## config.mk

```make
export PLATFORM = sky130hd
export DESIGN_NAME = touch_seq
export DESIGN_NICKNAME = d
export VERILOG_FILES = /design/src/rtl/ct_touch_pkg.sv /design/src/rtl/ct_touch_regs.sv /design/src/rtl/ct_touch_ctrl.sv /design/src/rtl/ct_touch_dp.sv /design/src/rtl/touch_seq.sv
export SDC_FILE = /design/constraint.sdc
export NUM_CORES = 1
export LEC_CHECK = 0
export ABC_AREA = 1
export BUFFER_PORTS_ARGS = -buffer_cell sky130_fd_sc_hd__clkbuf_2
export CORE_MARGIN = 1
export CORE_UTILIZATION = 60
export CTS_CLUSTER_SIZE = 8
export DETAILED_ROUTE_END_ITERATION = 6
export PLACE_DENSITY = 0.81
export SETUP_SLACK_MARGIN = 0.05
export SLEW_MARGIN = 20
export SYNTH_ARGS = -nofsm -noshare
export SYNTH_HDL_FRONTEND = slang
export SYNTH_SLANG_ARGS = --single-unit
```

## constraint.sdc

```tcl
create_clock -name clk -period 6.4 [get_ports clk]
set_clock_uncertainty 0.1 [all_clocks]
set_input_delay 0.64 -clock clk [delete_from_list [all_inputs] [get_ports clk]]
set_output_delay 0.64 -clock clk [all_outputs]
set_load 0.005 [all_outputs]
```

## src/rtl/ct_touch_pkg.sv

```systemverilog
package ct_touch_pkg;
  localparam int CNT_W = 14;
  localparam int DIV_CODES = 16;
  localparam int PRE_W = DIV_CODES - 1;

  typedef enum logic [1:0] {
    ST_IDLE   = 2'd0,
    ST_CHARGE = 2'd1,
    ST_EXTEND = 2'd2,
    ST_XFER   = 2'd3
  } seq_state_e;

  // packed MSB first; divCode lands at bit 0 of the register word
  typedef struct packed {
    logic [6:0] extMaxM1;
    logic [2:0] extDivM1;
    logic       extEn;
    logic       idleFloat;
    logic       edgeRise;
    logic       hwMode;
    logic [2:0] maxSel;
    logic [3:0] xferM1;
    logic [3:0] chargeM1;
    logic [3:0] divCode;
  } seq_cfg_t;

  typedef struct packed {
    logic seqStart;
    logic running;
    logic inExtend;
    logic evalCycle;
  } seq_strb_t;
endpackage

```

## src/rtl/ct_touch_regs.sv

```systemverilog
module ct_touch_regs
  import ct_touch_pkg::*;
#(
  parameter int NUM_GROUPS = 6,
  parameter int PINS_PER_GROUP = 4,
  parameter int ADDR_W = 4,
  parameter int DATA_W = 32
) (
  input  logic                        clk,
  input  logic                        rstN,
  input  logic                        regWe,
  input  logic [ADDR_W-1:0]           regAddr,
  input  logic [DATA_W-1:0]           regWdata,
  output logic [DATA_W-1:0]           regRdata,
  input  logic                        busy,
  input  logic                        endOk,
  input  logic                        endErr,
  input  logic [NUM_GROUPS-1:0]       grpDone,
  input  logic [NUM_GROUPS*CNT_W-1:0] grpCountFlat,
  output seq_cfg_t                    cfg,
  output logic                        blockEn,
  output logic                        swStartReq,
  output logic                        swAbortReq,
  output logic [NUM_GROUPS-1:0]       groupEn,
  output logic [NUM_GROUPS*PINS_PER_GROUP-1:0] samplePins,
  output logic                        irq
);
  localparam int PINS_W = NUM_GROUPS * PINS_PER_GROUP;
  localparam int CFG_W = $bits(seq_cfg_t);
  localparam logic [ADDR_W-1:0] A_CFG   = ADDR_W'(0);
  localparam logic [ADDR_W-1:0] A_CTRL  = ADDR_W'(1);
  localparam logic [ADDR_W-1:0] A_PINS  = ADDR_W'(2);
  localparam logic [ADDR_W-1:0] A_GROUP = ADDR_W'(3);
  localparam logic [ADDR_W-1:0] A_FLAGS = ADDR_W'(4);
  localparam logic [ADDR_W-1:0] A_IRQEN = ADDR_W'(5);
  localparam logic [ADDR_W-1:0] A_CLEAR = ADDR_W'(6);
  localparam int A_COUNT0 = 8;

  seq_cfg_t            cfgQ;
  logic                enQ;
  logic [PINS_W-1:0]   pinsQ;
  logic [NUM_GROUPS-1:0] grpEnQ;
  logic [1:0]          flagQ;
  logic [1:0]          irqEnQ;

  logic wrCtrl, wrClr;
  assign wrCtrl = regWe && (regAddr == A_CTRL);
  assign wrClr  = regWe && (regAddr == A_CLEAR);

  always_ff @(posedge clk) begin
    if (!rstN) begin
      cfgQ   <= '0;
      enQ    <= 1'b0;
      pinsQ  <= '0;
      grpEnQ <= '0;
      flagQ  <= '0;
      irqEnQ <= '0;
    end else begin
      if (regWe && regAddr == A_CFG && !busy)  cfgQ  <= seq_cfg_t'(regWdata[CFG_W-1:0]);
      if (regWe && regAddr == A_PINS && !busy) pinsQ <= regWdata[PINS_W-1:0];
      if (regWe && regAddr == A_GROUP)         grpEnQ <= regWdata[NUM_GROUPS-1:0];
      if (regWe && regAddr == A_IRQEN)         irqEnQ <= regWdata[1:0];
      if (wrCtrl)                              enQ   <= regWdata[0];
      flagQ[0] <= endOk  | (flagQ[0] & ~(wrClr & regWdata[0]));
      flagQ[1] <= endErr | (flagQ[1] & ~(wrClr & regWdata[1]));
    end
  end

  assign swStartReq = wrCtrl && regWdata[1] && regWdata[0] && !cfgQ.hwMode && !busy;
  assign swAbortReq = wrCtrl && !regWdata[1] && busy;

  always_comb begin
    regRdata = '0;
    unique case (regAddr)
      A_CFG:   regRdata[CFG_W-1:0] = cfgQ;
      A_CTRL:  regRdata[1:0] = {busy, enQ};
      A_PINS:  regRdata[PINS_W-1:0] = pinsQ;
      A_GROUP: begin
        regRdata[NUM_GROUPS-1:0]   = grpEnQ;
        regRdata[8 +: NUM_GROUPS]  = grpDone;
      end
      A_FLAGS: regRdata[1:0] = flagQ;
      A_IRQEN: regRdata[1:0] = irqEnQ;
      default: begin
        for (int g = 0; g < NUM_GROUPS; g++) begin
          if (regAddr == ADDR_W'(A_COUNT0 + g))
            regRdata[CNT_W-1:0] = grpCountFlat[g*CNT_W +: CNT_W];
        end
      end
    endcase
  end

  assign cfg        = cfgQ;
  assign blockEn    = enQ;
  assign groupEn    = grpEnQ;
  assign samplePins = pinsQ;
  assign irq        = |(flagQ & irqEnQ);

  // configuration must hold across any edge at which a sequence was running
  p_cfg_locked_r7: assert property (@(posedge clk) disable iff (!rstN)
    $past(busy) |-> ($stable(cfgQ) && $stable(pinsQ)));
  p_ok_flag_r3: assert property (@(posedge clk) disable iff (!rstN)
    endOk |=> flagQ[0]);
  p_err_flag_r4: assert property (@(posedge clk) disable iff (!rstN)
    endErr |=> flagQ[1]);
endmodule

```

## src/rtl/ct_touch_ctrl.sv

```systemverilog
module ct_touch_ctrl
  import ct_touch_pkg::*;
(
  input  logic       clk,
  input  logic       rstN,
  input  logic [3:0] chargeM1,
  input  logic [3:0] xferM1,
  input  logic       extEn,
  input  logic [6:0] extMaxM1,
  input  logic       hwMode,
  input  logic       edgeRise,
  input  logic       blockEn,
  input  logic       swStartReq,
  input  logic       swAbortReq,
  input  logic       trigIn,
  input  logic       chargedIn,
  input  logic       phaseTick,
  input  logic       extTick,
  input  logic       allDone,
  input  logic       maxHit,
  output seq_strb_t  strb,
  output logic [1:0] phaseOut,
  output logic       busy,
  output logic       endOk,
  output logic       endErr
);
  seq_state_e stQ, stD;
  logic [3:0] phQ, phD;
  logic [6:0] exQ, exD;
  logic       trigS, trigD;
  logic       hwEdge, hwStart, startNow, evalNow;

  assign hwEdge   = edgeRise ? (trigS & ~trigD) : (~trigS & trigD);
  assign hwStart  = blockEn && hwMode && hwEdge && (stQ == ST_IDLE);
  assign startNow = swStartReq || hwStart;

  always_comb begin
    stD = stQ;
    phD = phQ;
    exD = exQ;
    endOk = 1'b0;
    endErr = 1'b0;
    evalNow = 1'b0;
    unique case (stQ)
      ST_IDLE: if (startNow) begin
        stD = ST_CHARGE;
        phD = '0;
      end
      ST_CHARGE: if (phaseTick) begin
        if (phQ == chargeM1) begin
          phD = '0;
          exD = '0;
          stD = extEn ? ST_EXTEND : ST_XFER;
        end else phD = phQ + 4'd1;
      end
      ST_EXTEND: begin
        if (chargedIn || (extTick && exQ == extMaxM1)) begin
          stD = ST_XFER;
          phD = '0;
        end else if (extTick) exD = exQ + 7'd1;
      end
      ST_XFER: if (phaseTick) begin
        if (phQ == xferM1) begin
          evalNow = 1'b1;
          phD = '0;
          if (allDone) begin
            endOk = 1'b1;
            stD = ST_IDLE;
          end else if (maxHit) begin
            endErr = 1'b1;
            stD = ST_IDLE;
          end else stD = ST_CHARGE;
        end else phD = phQ + 4'd1;
      end
      default: stD = ST_IDLE;
    endcase
    if (swAbortReq) begin
      stD = ST_IDLE;
      endOk = 1'b0;
      endErr = 1'b0;
    end
  end

  always_ff @(posedge clk) begin
    if (!rstN) begin
      stQ   <= ST_IDLE;
      phQ   <= '0;
      exQ   <= '0;
      trigS <= 1'b0;
      trigD <= 1'b0;
    end else begin
      stQ   <= stD;
      phQ   <= phD;
      exQ   <= exD;
      trigS <= trigIn;
      trigD <= trigS;
    end
  end

  assign strb.seqStart  = (stQ == ST_IDLE) && startNow;
  assign strb.running   = (stQ != ST_IDLE);
  assign strb.inExtend  = (stQ == ST_EXTEND);
  assign strb.evalCycle = evalNow;
  assign phaseOut = stQ;
  assign busy     = (stQ != ST_IDLE);

  p_charge_bound_r1: assert property (@(posedge clk) disable iff (!rstN)
    (stQ == ST_CHARGE) |-> (phQ <= chargeM1));
  p_ext_bound_r8: assert property (@(posedge clk) disable iff (!rstN)
    (stQ == ST_EXTEND) |-> (exQ <= extMaxM1));
  p_start_r5: assert property (@(posedge clk) disable iff (!rstN)
    strb.seqStart |=> (stQ == ST_CHARGE));
  p_end_idle_r3: assert property (@(posedge clk) disable iff (!rstN)
    (endOk || endErr) |=> (stQ == ST_IDLE));
endmodule

```

## src/rtl/ct_touch_dp.sv

```systemverilog
module ct_touch_dp
  import ct_touch_pkg::*;
#(
  parameter int NUM_GROUPS = 6
) (
  input  logic                        clk,
  input  logic                        rstN,
  input  logic [3:0]                  divCode,
  input  logic [2:0]                  extDivM1,
  input  logic [2:0]                  maxSel,
  input  seq_strb_t                   strb,
  input  logic [NUM_GROUPS-1:0]       cmpIn,
  input  logic [NUM_GROUPS-1:0]       groupEn,
  output logic                        phaseTick,
  output logic                        extTick,
  output logic                        allDone,
  output logic                        maxHit,
  output logic [NUM_GROUPS-1:0]       grpDone,
  output logic [NUM_GROUPS*CNT_W-1:0] grpCountFlat
);
  localparam int MAX_SEL_TOP = 6;

  logic [PRE_W-1:0]      preQ, preMask;
  logic [2:0]            extPreQ;
  logic [CNT_W-1:0]      cycQ, cycNext, maxLim;
  logic [2:0]            selC;
  logic [NUM_GROUPS-1:0] newDone;

  assign preMask   = PRE_W'((32'd1 << divCode) - 32'd1);
  assign phaseTick = strb.running && ((preQ & preMask) == preMask);
  assign extTick   = strb.inExtend && (extPreQ == extDivM1);
  assign selC      = (maxSel > 3'(MAX_SEL_TOP)) ? 3'(MAX_SEL_TOP) : maxSel;
  assign maxLim    = CNT_W'((32'd256 << selC) - 32'd1);
  assign cycNext   = cycQ + CNT_W'(1);
  assign maxHit    = (cycNext == maxLim);
  assign newDone   = groupEn & cmpIn & ~grpDone;
  assign allDone   = ((groupEn & ~grpDone & ~cmpIn) == '0);

  always_ff @(posedge clk) begin
    if (!rstN) begin
      preQ    <= '0;
      extPreQ <= '0;
      cycQ    <= '0;
    end else begin
      preQ    <= strb.running ? preQ + PRE_W'(1) : '0;
      extPreQ <= (!strb.inExtend || extTick) ? 3'd0 : extPreQ + 3'd1;
      if (strb.seqStart)       cycQ <= '0;
      else if (strb.evalCycle) cycQ <= cycNext;
    end
  end

  for (genvar g = 0; g < NUM_GROUPS; g++) begin : g_grp
    logic [CNT_W-1:0] cntQ;
    always_ff @(posedge clk) begin
      if (!rstN) begin
        cntQ       <= '0;
        grpDone[g] <= 1'b0;
      end else if (strb.seqStart) begin
        cntQ       <= '0;
        grpDone[g] <= 1'b0;
      end else if (strb.evalCycle && newDone[g]) begin
        cntQ       <= cycNext;
        grpDone[g] <= 1'b1;
      end
    end
    assign grpCountFlat[g*CNT_W +: CNT_W] = cntQ;
  end

  // finished groups stay finished until the next sequence start
  p_done_sticky_r2: assert property (@(posedge clk) disable iff (!rstN)
    !$past(strb.seqStart) |-> (($past(grpDone) & ~grpDone) == '0));
  p_cyc_bound_r4: assert property (@(posedge clk) disable iff (!rstN)
    strb.running |-> (cycQ < maxLim));
endmodule

```

## src/rtl/touch_seq.sv

```systemverilog
module touch_seq
  import ct_touch_pkg::*;
#(
  parameter int NUM_GROUPS = 6,
  parameter int PINS_PER_GROUP = 4,
  parameter int ADDR_W = 4,
  parameter int DATA_W = 32
) (
  input  logic                   clk,
  input  logic                   rstN,
  input  logic                   regWe,
  input  logic [ADDR_W-1:0]      regAddr,
  input  logic [DATA_W-1:0]      regWdata,
  output logic [DATA_W-1:0]      regRdata,
  input  logic                   trigIn,
  input  logic                   chargedIn,
  input  logic [NUM_GROUPS-1:0]  cmpIn,
  output logic [1:0]             padPhase,
  output logic                   padIdleLow,
  output logic [NUM_GROUPS*PINS_PER_GROUP-1:0] samplePins,
  output logic                   irq
);
  seq_cfg_t  cfg;
  seq_strb_t strb;
  logic blockEn, swStartReq, swAbortReq, busy, endOk, endErr;
  logic phaseTick, extTick, allDone, maxHit;
  logic [NUM_GROUPS-1:0]       groupEn, grpDone;
  logic [NUM_GROUPS*CNT_W-1:0] grpCountFlat;

  ct_touch_regs #(
    .NUM_GROUPS(NUM_GROUPS), .PINS_PER_GROUP(PINS_PER_GROUP),
    .ADDR_W(ADDR_W), .DATA_W(DATA_W)
  ) u_regs (
    .clk(clk), .rstN(rstN), .regWe(regWe), .regAddr(regAddr),
    .regWdata(regWdata), .regRdata(regRdata), .busy(busy),
    .endOk(endOk), .endErr(endErr), .grpDone(grpDone),
    .grpCountFlat(grpCountFlat), .cfg(cfg), .blockEn(blockEn),
    .swStartReq(swStartReq), .swAbortReq(swAbortReq),
    .groupEn(groupEn), .samplePins(samplePins), .irq(irq)
  );

  ct_touch_ctrl u_ctrl (
    .clk(clk), .rstN(rstN), .chargeM1(cfg.chargeM1), .xferM1(cfg.xferM1),
    .extEn(cfg.extEn), .extMaxM1(cfg.extMaxM1), .hwMode(cfg.hwMode),
    .edgeRise(cfg.edgeRise), .blockEn(blockEn), .swStartReq(swStartReq),
    .swAbortReq(swAbortReq), .trigIn(trigIn), .chargedIn(chargedIn),
    .phaseTick(phaseTick), .extTick(extTick), .allDone(allDone),
    .maxHit(maxHit), .strb(strb), .phaseOut(padPhase), .busy(busy),
    .endOk(endOk), .endErr(endErr)
  );

  ct_touch_dp #(.NUM_GROUPS(NUM_GROUPS)) u_dp (
    .clk(clk), .rstN(rstN), .divCode(cfg.divCode), .extDivM1(cfg.extDivM1),
    .maxSel(cfg.maxSel), .strb(strb), .cmpIn(cmpIn), .groupEn(groupEn),
    .phaseTick(phaseTick), .extTick(extTick), .allDone(allDone),
    .maxHit(maxHit), .grpDone(grpDone), .grpCountFlat(grpCountFlat)
  );

  assign padIdleLow = !busy && !cfg.idleFloat;
endmodule

```

======== Word level (Yosys, flattened, before mapping) ========
Cells that the tools add are included.
operators by class
  add/sub/neg operators ................... 7
  $lt $le $gt $ge ......................... 1
  eq/ne operators ......................... 29
  shift-type cells ........................ 2
  multiplexer cells ....................... 50
  bitwise gates (word level) .............. 21
  reductions and logical operators ........ 51
operator list
  kind                                                  number
  two-way mux 14 bit                                    6
  one-hot mux 4 bit (4 select lines)                    2
  logical AND 1 bit                                     28
  two-way mux 7 bit                                     4
  AND 6 bit                                             4
  equality test 4 bit (second input constant)           6
  two-way mux 4 bit                                     6
  one-hot mux 6 bit (4 select lines)                    1
  one-hot mux 10 bit (2 select lines)                   1
  two-way mux 1 bit                                     17
  adder 15 x 1 -> 15 bit (second input constant)        1
  AND 15 bit                                            1
  equality test 15 bit                                  1
  left shift 1 x 4 -> 15 bit (first input constant)     1
  subtractor 15 x 1 -> 15 bit (second input constant)   1
  adder 14 x 1 -> 14 bit (second input constant)        1
  equality test 14 bit                                  1
  two-way mux 2 bit                                     7
  one-hot mux 7 bit (2 select lines)                    1
  left shift 9 x 3 -> 14 bit (first input constant)     1
  subtractor 14 x 1 -> 14 bit (second input constant)   1
  equality test 4 x 3 -> 1 bit (second input constant)  3
  NOT 6 bit                                             2
  one-hot mux 2 bit (6 select lines)                    1
  34 further kinds                                      63
word-level totals
  bits in registers ....................... 201
  output and inout port bits .............. 60
  word-level logic and storage cells ...... 196

======== Longest topological paths before layout ========
  depth after elaboration ................. 12
  depth in mapped cells ................... 20

======== Modules after synthesis ========
Synthesis repeated with hierarchy kept, for this count alone.
second synthesis, totals
  cell total of the unflattened synthesis .. 1,523
  area, all modules ....................... 10,168.5 um^2
by module, submodules not included
  module         times used  cells an instance  area each (um^2)  sequential area each (um^2)
  ct_touch_dp    1           743                5,327.6           2,442.3
  ct_touch_regs  1           570                3,568.4           1,281.2
  ct_touch_ctrl  1           209                1,268.7           300.3
  touch_seq      1           1                  3.8               0.0

======== Least setup slack after synthesis ========
Ideal clock, no wire load.
  path kind ............................... in2out
  start point ............................. input port regAddr[2]
  end point ............................... output port regRdata[14]
  arrival ................................. 1,737 ps
  data required time ...................... 5,660 ps
  path slack .............................. 3,923 ps
  stages on the path ...................... 6
  path buffers ............................ 1
  path through ............................ nor2_1 > inv_1 > nor2_1 > inv_1 > clkbuf_1 > o22ai_1
on the way
  word-level cells in the longest chain between the ends .. 2
RTL lines
  element                                                                   RTL line             source
  start, declared                                                           touch_seq.sv:12      input logic [ADDR_W-1:0] regAddr,
  equality test 4 x 2 -> 1 bit / logical NOT 4 bit (equally long branches)  ct_touch_regs.sv:74  unique case (regAddr)
  one-hot mux 10 bit (2 select lines) (*)                                   ct_touch_regs.sv:74
  end, declared                                                             touch_seq.sv:14      output logic [DATA_W-1:0] regRdata,
Mark *: on every way between the ends. The rest lies on a longest branch, timed or not.

======== Worst setup path in the final report ========
  start point ............................. input port regAddr[0]
  end point ............................... output port regRdata[0]
on the way
  word-level cells in the longest chain between the ends .. 8
RTL lines
  element                                 RTL line             source
  equality test 4 bit                     ct_touch_regs.sv:86  if (regAddr == ADDR_W'(A_COUNT0 + g))
  two-way mux 14 bit (6 in a row)         ct_touch_regs.sv:86
  one-hot mux 2 bit (6 select lines) (*)  ct_touch_regs.sv:74
Marked as above.

==> out/summary.json <==
{
  "r2r_cells": {"value": 16},
  "critical_path_start_end_classification": {"value": "input pin to output pin"},
  "fraction_of_the_mapped_netlist_area_in_compound_gates": {"value": 15.5, "unit": "%"},
  "cp_max_fo": {"value": 29},
  "post_placement_setup_slack": {"value": 2.61, "unit": "ns"},
  "floorplan.initialDensity": {"value": 61.6, "unit": "%"},
  "finalWeightedCongestion": {"value": 0.934},
  "ys.flop_type": {"value": "sky130_fd_sc_hd__dfxtp_1"},
  "ioPinCount": {"value": 107},
  "final_hpwl_dp": {"value": 18900, "unit": "µm"},
  "finalCritPeriodShare": {"value": 60.4, "unit": "%"},
  "synth_area_leader_cell": {"value": "sky130_fd_sc_hd__dfxtp_1"},
  "path_clk_slew": {"value": 0.05, "unit": "ns"},
  "whs_path_depth": {"value": 3},
  "power_density": {"value": 261, "unit": "mW/mm²"},
  "setup.worst_path.end_class": {"value": "output pin"},
  "layout_commonest_cell": {"value": "sky130_fd_sc_hd__nand2_1"},
  "layout_setup_ws": {"value": 2.54, "unit": "ns"},
  "run_status": {"value": "complete, but fails checks"},
  "ff2ff_setup_slack": {"value": 2.92, "unit": "ns"},
  "totalWireLength": {"value": 27800, "unit": "µm"},
  "ys_async_rst_share": {"value": 0, "unit": "%"},
  "hold_path.class": {"value": "input pin to flop"},
  "fmax": {"value": 0.259, "unit": "GHz"},
  "nNetsFinal": {"value": 1711},
  "die_h": {"value": 133, "unit": "µm"},
  "synth_edf_count": {"value": 0},
  "yosys-mux-area-fraction": {"value": 0, "unit": "%"},
  "groute.usage.overall": {"value": 31.4, "unit": "%"},
  "grt_antenna_before_repair": {"value": 0},
  "post_synth_fa_ha_maj_area_fraction": {"value": 1.34, "unit": "%"},
  "timing.critical_path.from_type": {"value": "input pin"},
  "min-delay-start": {"value": "trigIn"},
  "htree_num_levels": {"value": 1},
  "post_synth_and_or_nand_nor_area_fraction": {"value": 29.7, "unit": "%"},
  "grt_max_degree": {"value": 59},
  "tritoncts": {"value": "yes"},
  "pre_repair_dr_iteration_count": {"value": 7},
  "min_delay_worst_endpoint": {"value": "u_ctrl.trigS"},
  "maximum_clock_insertion_buffer_count": {"value": 3},
  "area_delta_synth_final": {"value": 12.3, "unit": "%"},
  "grt_total_ovfl": {"value": 0},
  "synthTopCellsByArea": {"value": "sky130_fd_sc_hd__dfxtp_1, sky130_fd_sc_hd__nand2_1, sky130_fd_sc_hd__nor2_1"},
  "total_leakage_power": {"value": 5.35, "unit": "nW"},
  "postSynthRegisterBits": {"value": 201},
  "detail_route.iter0.violations": {"value": 861},
  "max_cap_viols": {"value": 0},
  "drive_above_1_share": {"value": 9.92, "unit": "%"},
  "fp.dieArea": {"value": 0.0176, "unit": "mm²"},
  "tritoncts_buffers": {"value": 29},
  "cts_resized": {"value": 0},
  "totalNegativeSetupSlack": {"value": 0, "unit": "ns"},
  "synth_seq_area_share": {"value": 39.3, "unit": "%"},
  "cts.hold.buffers_added": {"value": 0},
  "dominant_combinational_cell_family_by_area_after_synthesis": {"value": "simple AND/OR/NAND/NOR gates"},
  "syn_area": {"value": 0.0102, "unit": "mm²"},
  "wire_per_inst": {"value": 14.8, "unit": "µm"},
  "crit-reg2reg-launch": {"value": "u_regs.cfg[1]"},
  "final-hold-violation-count": {"value": 0},
  "cts.repair_timing.setup_buffer_count": {"value": 0},
  "violated_checks": {"value": "DRC"},
  "layout.cell_area.non_filler": {"value": 0.0115, "unit": "mm²"},
  "post_synth_inst_count": {"value": 1581},
  "report.final.slew_viol_count": {"value": 0},
  "timing_worst_slew_pin_value": {"value": 1.06, "unit": "ns"},
  "synthesis.yosys.warnings": {"value": 0},
  "clock_tree.root_cell": {"value": "sky130_fd_sc_hd__clkbuf_16"},
  "std_cell_rows": {"value": 47},
  "synthDistinctLibCells": {"value": 42},
  "worstSkewPairLatency": {"value": 0.55, "unit": "ns"},
  "core-area": {"value": 0.0166, "unit": "mm²"},
  "synthXorXnorAreaFrac": {"value": 1.71, "unit": "%"},
  "floorplan.die.width": {"value": 133, "unit": "µm"},
  "antenna-diode-count": {"value": 0},
  "critical_path_required": {"value": 5.66, "unit": "ns"},
  "min_period": {"value": 3.86, "unit": "ns"},
  "grt_setup_unrepaired": {"value": "no"},
  "postSynthAreaPerCell": {"value": 6.48, "unit": "µm²"},
  "post_synth_top_area_share": {"value": 39.3, "unit": "%"},
  "via_count": {"value": 10200},
  "cts.sink_count": {"value": 201},
  "viasPerCell": {"value": 5.46},
  "setup_viol": {"value": 0},
  "place.port_buffers": {"value": 100},
  "final_antenna_net_count": {"value": 0},
  "arrival_time_of_data_at_the_critical_path_endpoint": {"value": 3.12, "unit": "ns"},
  "first_global_vias": {"value": 9309},
  "crit-reg2reg-capture": {"value": "u_dp.g_grp[2].cntQ[0]"},
  "mostFrequentLayoutCells": {"value": "sky130_fd_sc_hd__nand2_1, sky130_fd_sc_hd__nor2_1, sky130_fd_sc_hd__inv_1"},
  "detailed_place.area": {"value": 0.0108, "unit": "mm²"},
  "ir_drop": {"value": 0.000244, "unit": "V"},
  "worst_slew_margin_rel": {"value": 29.1, "unit": "%"},
  "grt_first_pass_wirelength": {"value": 45200, "unit": "µm"},
  "drc": {"value": 1}
}
[flip-flops by register name (all words and copies together), names as in the netlist]
name               cells
u_ctrl.exQ             7
u_ctrl.trigS           1
u_dp.grpDone           6
u_regs.cfg            29
u_regs.blockEn         1
u_dp.g_grp.cntQ       84
u_dp.preQ             15
u_regs.samplePins     24
u_dp.cycQ             14
u_regs.flagQ           2
u_ctrl.trigD           1
u_ctrl.phaseOut        2
u_regs.irqEnQ          2
u_regs.groupEn         6
u_ctrl.phQ             4
u_dp.extPreQ           3
[logic make-up after synthesis]
group,count (synthesis)
adders and majority gates,11
AOI/OAI and AO/OA,285
and+or+nand+nor,744
DFF,201
buffers and inverters,319
xor gates and xnor gates,20
other,1
[worst max path at each step]
| stage | cells after the start | start | slack (ns) | to |
|---|---|---|---|---|
| finish | 9 | regAddr[0] | 2.54 | regRdata[0] |
| global route | 9 | regAddr[0] | 2.51 | regRdata[1] |
| floorplan | 6 | regAddr[2] | 3.92 | regRdata[14] |
| CTS | 9 | regAddr[0] | 2.62 | regRdata[1] |
| global placement | 9 | regAddr[0] | 2.60 | regRdata[1] |
| detailed placement | 9 | regAddr[0] | 2.61 | regRdata[1] |
[synthesized netlist by cell type, drive strengths merged (2+ instances only)]
master     n
nand2    355
nor2     260
inv      250
dfxtp    201
a21oi    122
o21ai    102
nand3     87
clkbuf    38
buf       30
o22ai     27
nor3      17
nand4     16
xnor2     13
a221oi    12
ha        11
o221ai    11
xor2       7
nor3b      3
a2111oi    2
nor4       2
o2111ai    2
o31ai      2
or2        2
[per-stage QoR]
step	power (mW)	util, %	hold slack [ns]	std cells
6_report	3.00	69.2	0.175	1874
5_1_grt	3.11	69.2	0.198	1874
4_1_cts	3.00	69.2	0.171	1874
3_5_place_dp	1.68	64.6	0.327	1842
3_3_place_gp	1.68	64.6	0.320	1842
2_1_floorplan	1.57	-	0.307	1583
[metal layers]
layer,up-vias,share of wire [%],global-route usage [%]
met1,4639,44,42.0
li1,5119,-,-
met2,392,45,51.5
met3,73,7.1,3.98
met5,-,0,0
met4,0,3.5,12.5
[where the power goes]
group / internal [mW] / switching [mW] / total, mW
registers: 1.28 / 0.0280 / 1.31
clock network: 0.796 / 0.538 / 1.33
logic: 0.108 / 0.253 / 0.361
total: 2.19 / 0.819 / 3.00
[area by class of cell]
cell class | count | area, µm²
timing repair buffer | 107 | 553
clock inverter | 2 | 28.8
inverter | 251 | 945
tap | 220 | 275
clock buffer | 30 | 729
fill | 1447 | 5130
sequential | 201 | 4020
multi-input combinational | 1063 | 4960
[worst max-delay path: stages]
cell and delay (ns):
sky130_fd_sc_hd__clkbuf_2 0.11, sky130_fd_sc_hd__nor2_1 0.06, sky130_fd_sc_hd__inv_1 0.12, sky130_fd_sc_hd__nor2_1 0.09
sky130_fd_sc_hd__inv_1 0.77, sky130_fd_sc_hd__o21ai_0 0.16, sky130_fd_sc_hd__a2111oi_0 0.80, sky130_fd_sc_hd__nand3_1 0.19
sky130_fd_sc_hd__clkbuf_2 0.17
Note: power is estimated with default switching activity, not from simulation.
